<file path="src/rtl/dreg_pkg.sv">
// Shared parameters and types for the data register file.
// Assumes the size code encoding is fixed as listed in SIZE_E.
package dreg_pkg;
    localparam int EXT_W  = 8;
    localparam int HALF_W = 16;
    localparam int BYTE_W = 8;
    localparam int BUS_W  = 2 * HALF_W;
    localparam int REG_W  = EXT_W + BUS_W;

    typedef enum logic [1:0] {
        SZ_BYTE = 2'b00,
        SZ_WORD = 2'b01,
        SZ_LONG = 2'b10,
        SZ_NONE = 2'b11
    } size_e;
endpackage

</file>
<file path="src/rtl/dreg_fmt.sv">
// Load operand formatter: places a bus operand in its register portion and
// fills the remaining bits. Purely combinational.
// Assumes the caller gates the result with the load enable.
module dreg_fmt
    import dreg_pkg::*;
(
    input  logic [1:0]       size,
    input  logic             frac,
    input  logic             sgn,
    input  logic [BUS_W-1:0] data,
    output logic             ok,
    output logic [REG_W-1:0] value
);
    logic byte_fill;
    logic word_fill;
    logic long_fill;

    // Fill bits for each size: sign copy only when a signed load is asked.
    always_comb begin
        byte_fill = sgn & data[BYTE_W-1];
        word_fill = sgn & data[HALF_W-1];
        long_fill = sgn & data[BUS_W-1];
    end

    // Select placement and extension by size code.
    always_comb begin
        ok    = 1'b1;
        value = '0;
        case (size_e'(size))
            SZ_BYTE: value = {{(REG_W-BYTE_W){byte_fill}}, data[BYTE_W-1:0]};
            SZ_WORD: begin
                if (frac)
                    value = {{EXT_W{data[HALF_W-1]}}, data[HALF_W-1:0], {HALF_W{1'b0}}};
                else
                    value = {{(REG_W-HALF_W){word_fill}}, data[HALF_W-1:0]};
            end
            SZ_LONG: value = {{EXT_W{long_fill}}, data};
            default: ok = 1'b0;
        endcase
    end
endmodule

</file>
<file path="src/rtl/dreg_store.sv">
// Register storage with two write ports: a formatted load port and a raw
// arithmetic port that wins on a same-register collision.
// Assumes load value is already formatted; tag is cleared on every load.
module dreg_store
    import dreg_pkg::*;
#(
    parameter int NREG  = 16,
    localparam int IDX_W = $clog2(NREG)
) (
    input  logic                       clk,
    input  logic                       rst_n,
    input  logic                       ld_we,
    input  logic [IDX_W-1:0]           ld_idx,
    input  logic [REG_W-1:0]           ld_val,
    input  logic                       alu_we,
    input  logic [IDX_W-1:0]           alu_idx,
    input  logic [REG_W-1:0]           alu_val,
    input  logic                       alu_tag,
    output logic [NREG-1:0][REG_W-1:0] val_q,
    output logic [NREG-1:0]            tag_q
);
    logic [NREG-1:0] ld_hit;
    logic [NREG-1:0] alu_hit;

    // Per-register decode of both write ports.
    for (genvar g = 0; g < NREG; g++) begin : g_dec
        assign ld_hit[g]  = ld_we  && (ld_idx  == IDX_W'(g));
        assign alu_hit[g] = alu_we && (alu_idx == IDX_W'(g));
    end

    // Update storage: reset, then arithmetic port over load port.
    always_ff @(posedge clk) begin
        if (!rst_n) begin
            val_q <= '0;
            tag_q <= '0;
        end else begin
            for (int i = 0; i < NREG; i++) begin
                if (alu_hit[i]) begin
                    val_q[i] <= alu_val;
                    tag_q[i] <= alu_tag;
                end else if (ld_hit[i]) begin
                    val_q[i] <= ld_val;
                    tag_q[i] <= 1'b0;
                end
            end
        end
    end


    reset_clear_chk: assert property (@(posedge clk)
        !rst_n |=> (val_q == '0 && tag_q == '0));


    tag_clear_chk: assert property (@(posedge clk) disable iff (!rst_n)
        (ld_we && !(alu_we && alu_idx == ld_idx)) |=> !tag_q[$past(ld_idx)]);


    alu_win_chk: assert property (@(posedge clk) disable iff (!rst_n)
        alu_we |=> (val_q[$past(alu_idx)] == $past(alu_val)
                    && tag_q[$past(alu_idx)] == $past(alu_tag)));


    idle_hold_chk: assert property (@(posedge clk) disable iff (!rst_n)
        (!ld_we && !alu_we) |=> ($stable(val_q) && $stable(tag_q)));
endmodule

</file>
<file path="src/rtl/dreg_rdport.sv">
// One combinational read port over the register array.
// Assumes the index is always within range (NREG a power of two).
module dreg_rdport
    import dreg_pkg::*;
#(
    parameter int NREG  = 16,
    localparam int IDX_W = $clog2(NREG)
) (
    input  logic [NREG-1:0][REG_W-1:0] val_q,
    input  logic [NREG-1:0]            tag_q,
    input  logic [IDX_W-1:0]           idx,
    output logic [REG_W-1:0]           data,
    output logic                       tag
);
    // Select the indexed register and its tag.
    always_comb begin
        data = val_q[idx];
        tag  = tag_q[idx];
    end
endmodule

</file>
<file path="src/rtl/dreg_file.sv">
// Top of the data register file: load formatter, storage, two read ports
// and the packed tag/extension view on port A.
// Assumes one load and one arithmetic write at most per cycle.
module dreg_file
    import dreg_pkg::*;
#(
    parameter int NREG  = 16,
    localparam int IDX_W = $clog2(NREG)
) (
    input  logic                 clk,
    input  logic                 rst_n,
    input  logic                 ld_en,
    input  logic [IDX_W-1:0]     ld_idx,
    input  logic [1:0]           ld_size,
    input  logic                 ld_frac,
    input  logic                 ld_signed,
    input  logic [BUS_W-1:0]     ld_data,
    input  logic                 alu_en,
    input  logic [IDX_W-1:0]     alu_idx,
    input  logic [REG_W-1:0]     alu_data,
    input  logic                 alu_tag,
    input  logic [IDX_W-1:0]     rda_idx,
    output logic [REG_W-1:0]     rda_data,
    output logic                 rda_tag,
    output logic [EXT_W:0]       rda_ext9,
    input  logic [IDX_W-1:0]     rdb_idx,
    output logic [REG_W-1:0]     rdb_data,
    output logic                 rdb_tag
);
    logic                       fmt_ok;
    logic [REG_W-1:0]           fmt_val;
    logic [NREG-1:0][REG_W-1:0] val_q;
    logic [NREG-1:0]            tag_q;

    dreg_fmt u_fmt (
        .size  (ld_size),
        .frac  (ld_frac),
        .sgn   (ld_signed),
        .data  (ld_data),
        .ok    (fmt_ok),
        .value (fmt_val)
    );

    dreg_store #(.NREG(NREG)) u_store (
        .clk     (clk),
        .rst_n   (rst_n),
        .ld_we   (ld_en && fmt_ok),
        .ld_idx  (ld_idx),
        .ld_val  (fmt_val),
        .alu_we  (alu_en),
        .alu_idx (alu_idx),
        .alu_val (alu_data),
        .alu_tag (alu_tag),
        .val_q   (val_q),
        .tag_q   (tag_q)
    );

    dreg_rdport #(.NREG(NREG)) u_rda (
        .val_q (val_q),
        .tag_q (tag_q),
        .idx   (rda_idx),
        .data  (rda_data),
        .tag   (rda_tag)
    );

    dreg_rdport #(.NREG(NREG)) u_rdb (
        .val_q (val_q),
        .tag_q (tag_q),
        .idx   (rdb_idx),
        .data  (rdb_data),
        .tag   (rdb_tag)
    );

    // Pack tag above the extension byte for port A.
    always_comb rda_ext9 = {rda_tag, rda_data[REG_W-1 -: EXT_W]};


    frac_place_chk: assert property (@(posedge clk) disable iff (!rst_n)
        (ld_en && ld_size == SZ_WORD && ld_frac && !(alu_en && alu_idx == ld_idx))
        |=> (val_q[$past(ld_idx)][HALF_W-1:0] == '0
             && val_q[$past(ld_idx)][BUS_W +: EXT_W] == {EXT_W{val_q[$past(ld_idx)][BUS_W-1]}}
             && val_q[$past(ld_idx)][BUS_W-1 -: HALF_W] == $past(ld_data[HALF_W-1:0])));
endmodule

</file>
<file path="config.mk">
export PLATFORM = sky130hd
export DESIGN_NAME = dreg_file
export DESIGN_NICKNAME = d
export VERILOG_FILES = /design/src/rtl/dreg_pkg.sv /design/src/rtl/dreg_fmt.sv /design/src/rtl/dreg_store.sv /design/src/rtl/dreg_rdport.sv /design/src/rtl/dreg_file.sv
export SDC_FILE = /design/constraint.sdc
export NUM_CORES = 2
export LEC_CHECK = 0
export ABC_AREA = 1
export ABC_CLOCK_PERIOD_IN_PS = 3900
export BUFFER_PORTS_ARGS = -buffer_cell sky130_fd_sc_hd__buf_4
export CORE_UTILIZATION = 40
export CTS_CLUSTER_SIZE = 40
export DETAILED_ROUTE_END_ITERATION = 8
export MAX_ROUTING_LAYER = met4
export PLACE_DENSITY_LB_ADDON = 0.05
export SLEW_MARGIN = 30
export SYNTH_ARGS = -nofsm -noshare
export SYNTH_HDL_FRONTEND = slang
export SYNTH_HIERARCHICAL = 1
export SYNTH_SLANG_ARGS = --single-unit
</file>
<file path="constraint.sdc">
create_clock -name clk -period 3.9 [get_ports clk]
set_input_delay 1.17 -clock clk [delete_from_list [all_inputs] [get_ports clk]]
set_output_delay 1.17 -clock clk [all_outputs]
set_load 0.01 [all_outputs]
</file>
==> impl_metrics.toml <==
[power_and_ir_drop]
power_density_nw_per_um2 = 358
ir_drop_mv = 0.357
p_leak_nw = 24.4
power_mw = 19.9

[timing]
fmax_mhz = 262
fin_skew_ns = 0
finalSetupTns_ns = 0
slew_violations = 0
finalSetupViolCount = 0
fin_ws_ns = 0.0787
holdWs_ns = 0.479
finalCritPeriodShare_pct = 98.0
fin_crit_ns = 3.82
tightest_slew_ns = 1.12
slew_headroom_pct = 25.1
rsz0062_at_grt = "false"
hold_viol = 0

[run_status]
run_status = "complete, no violations"

[yosys]
syn_nets = 8872
ys_ff_latch = 656
yosys_warnings = 6
synth_top_cell_area_share_pct = 26.7
yosysSeqAreaShare_pct = 26.7
netlist_instances = 8775
synth-main-ff-cell = "dfxtp_1"
synth.avg_cell_area_um2 = 5.60
synthSimpleGateAreaFrac_pct = 45.9
synth.area.top_cells = "dfxtp_1 27%, nand2_1 25%, nand3_1 17%, inv_1 9.4%, a21oi_1 6.4%"
synth_compound_gate_area_share_pct = 9.72
synth_cell_types = 26
netlist_top_cells_count = "3,302 x nand2_1, 1,672 x nand3_1, 1,226 x inv_1"
syn-cell-area_um2 = 49100
synth.most_common_cell = "nand2_1"
synth_xor_area_share_pct = 0
synth_top_family_by_area = "simple AND/OR/NAND/NOR gates"
synthArstFlopShare_pct = 0
synthAdderAreaFrac_pct = 0
synth_edf_count = 0
post-synth-top-area-cell = "dfxtp_1"
synth_mux_area_share_pct = 0

[critical_path]
end_kind = "output pin"
cp.required_ns = 2.73
cp_cell_sequence = "buf_8 > inv_12 > buf_12 > nand2_1 > nand2_1 > nand2_1 > nand3_1 > nand3_1 > nand2_1 > buf_4"
cp_max_fo = 37
cp_slowest_cell = "buf_12"
crit_arrival_ns = 2.65
start_kind = "primary input"
crit_top_cell = "nand2_1"
worstSetupPathType = "in2out"
r2r_cells = 4
max_stage_delay_ns = 0.26

[cells_and_area]
finalNonFillerCells = 10300
area_delta_synth_final_pct = 13.4
final_core_util_pct = 45.7
nFillCells = 13200
regArea_um2 = 13100
fin_nets = 8680
multiInputGateArea_um2 = 27500
stdcell_area_um2 = 55700
drive_gt1_share_pct = 8.39

[placement]
dp_cells = 10100
dp_slack_ns = 0.100
placed_area_um2 = 52500
place_hpwl_mm = 165
gp_congestion = 0.946
port_buffers = 187

[drt]
num_vias = 60700
firstDrtPassIters = 8
wire_per_inst_um = 27.1
routed_via_density = 5.90
ant_nets = 0
drt_iter0_drc = 8978
drc_errors = 0
wl_mm = 279

[die]
core-area_um2 = 122000
dieHeight_um = 352
rows = 128
die_w_um = 352
dieArea_um2 = 124000
ios = 188
start_util_pct = 40.3

[clock_network]
cts_root_buf = "clkbuf_16"
cts_sinks = 656
cts-htree-levels = 3
clk_path_buf_depth = 3
cts_inserted_buffers = 88
clk_pin_slew_worst_paths_ns = 0.05
postCtsSetupBuffers = 0
cts_tree = "done"
cts_hold_buf = 0
cts_resized = 0
clk_latency_ns = 0.70

[global_route]
grt_pass1_vias = 54200
grt_max_degree = 119
use_met3_pct = 11.4
grtUsageMet1_pct = 56.7
use_met2_pct = 63.4
track_usage_pct = 44.5
busiest_layer = "met2"
grt_overflow = 0
grt_pass1_wl_mm = 396
antenna_found_initial = 9

[job]
cap_violations = 0

[hold_path]
min_path_type = "reg2reg"
min_path_cells = 2
## where the power goes
part,switching (mW),total (mW),internal (mW)
clock,3.65,8.98,5.33
sequential,0.107,6.92,6.82
combinational,2.89,4.02,1.13
total,6.64,19.9,13.3
## placed cells by master, fill, tap and decap left out, types with 3 or more instances in the layout
master / count
a21oi_1: 629
buf_12: 111
buf_16: 3
buf_4: 360
bufinv_16: 10
clkbuf_1: 6
clkbuf_16: 88
clkbuf_8: 28
clkinv_1: 4
clkinv_2: 18
clkinv_4: 3
clkinv_8: 4
clkinvlp_4: 3
dfxtp_1: 656
diode_2: 9
inv_1: 1220
inv_2: 17
inv_4: 3
inv_6: 6
nand2_1: 3284
nand2_2: 21
nand3_1: 1663
nand3_2: 14
nand3_4: 4
nand4_1: 225
nor2_1: 21
nor2_4: 21
o211ai_1: 66
o21ai_0: 23
o21bai_1: 133
## worst paths after layout
| path | from | end | slack (ns) |
|---|---|---|---|
| max reg2reg | u_store/val_q[236] | u_store/val_q[236] | 3.10 |
| max | rda_idx[0] | rda_data[3] | 0.08 |
| min | u_store/val_q[445] | u_store/val_q[445] | 0.48 |
| min reg2reg | u_store/val_q[445] | u_store/val_q[445] | 0.48 |
## registers in the layout, indices dropped and copies added (netlist names)
signal / count
u_store/tag_q: 16
u_store/val_q: 640
## worst max-delay path: cells and delay by family
| kind | cells | cell delay, ns |
|---|---|---|
| buffers and inverters | 4 | 0.80 |
| AND/OR/NAND/NOR | 6 | 0.60 |
## kinds of logic after synthesis
family	Yosys count
and+or+nand+nor	5257
buffers and inverters	2010
AOI/OAI and AO/OA	852
DFF	656
## final cells by class
| cell class | count | area share, % |
|---|---|---|
| tap | 1625 | 3.65 |
| timing repair buffer | 479 | 9.12 |
| multi-input combinational | 6109 | 49.5 |
| inverter | 1249 | 8.51 |
| clock inverter | 42 | 0.960 |
| clock buffer | 121 | 4.66 |
| antenna | 9 | 0.0405 |
| sequential | 656 | 23.6 |
## routing by layer
metal | routed length [µm] | up-vias
li1 | - | 27200
met1 | 110000 | 28400
met2 | 116000 | 4155
met3 | 34800 | 933
met4 | 18400 | 0
met5 | 0 | -
Power figures use the tool's default switching activity.
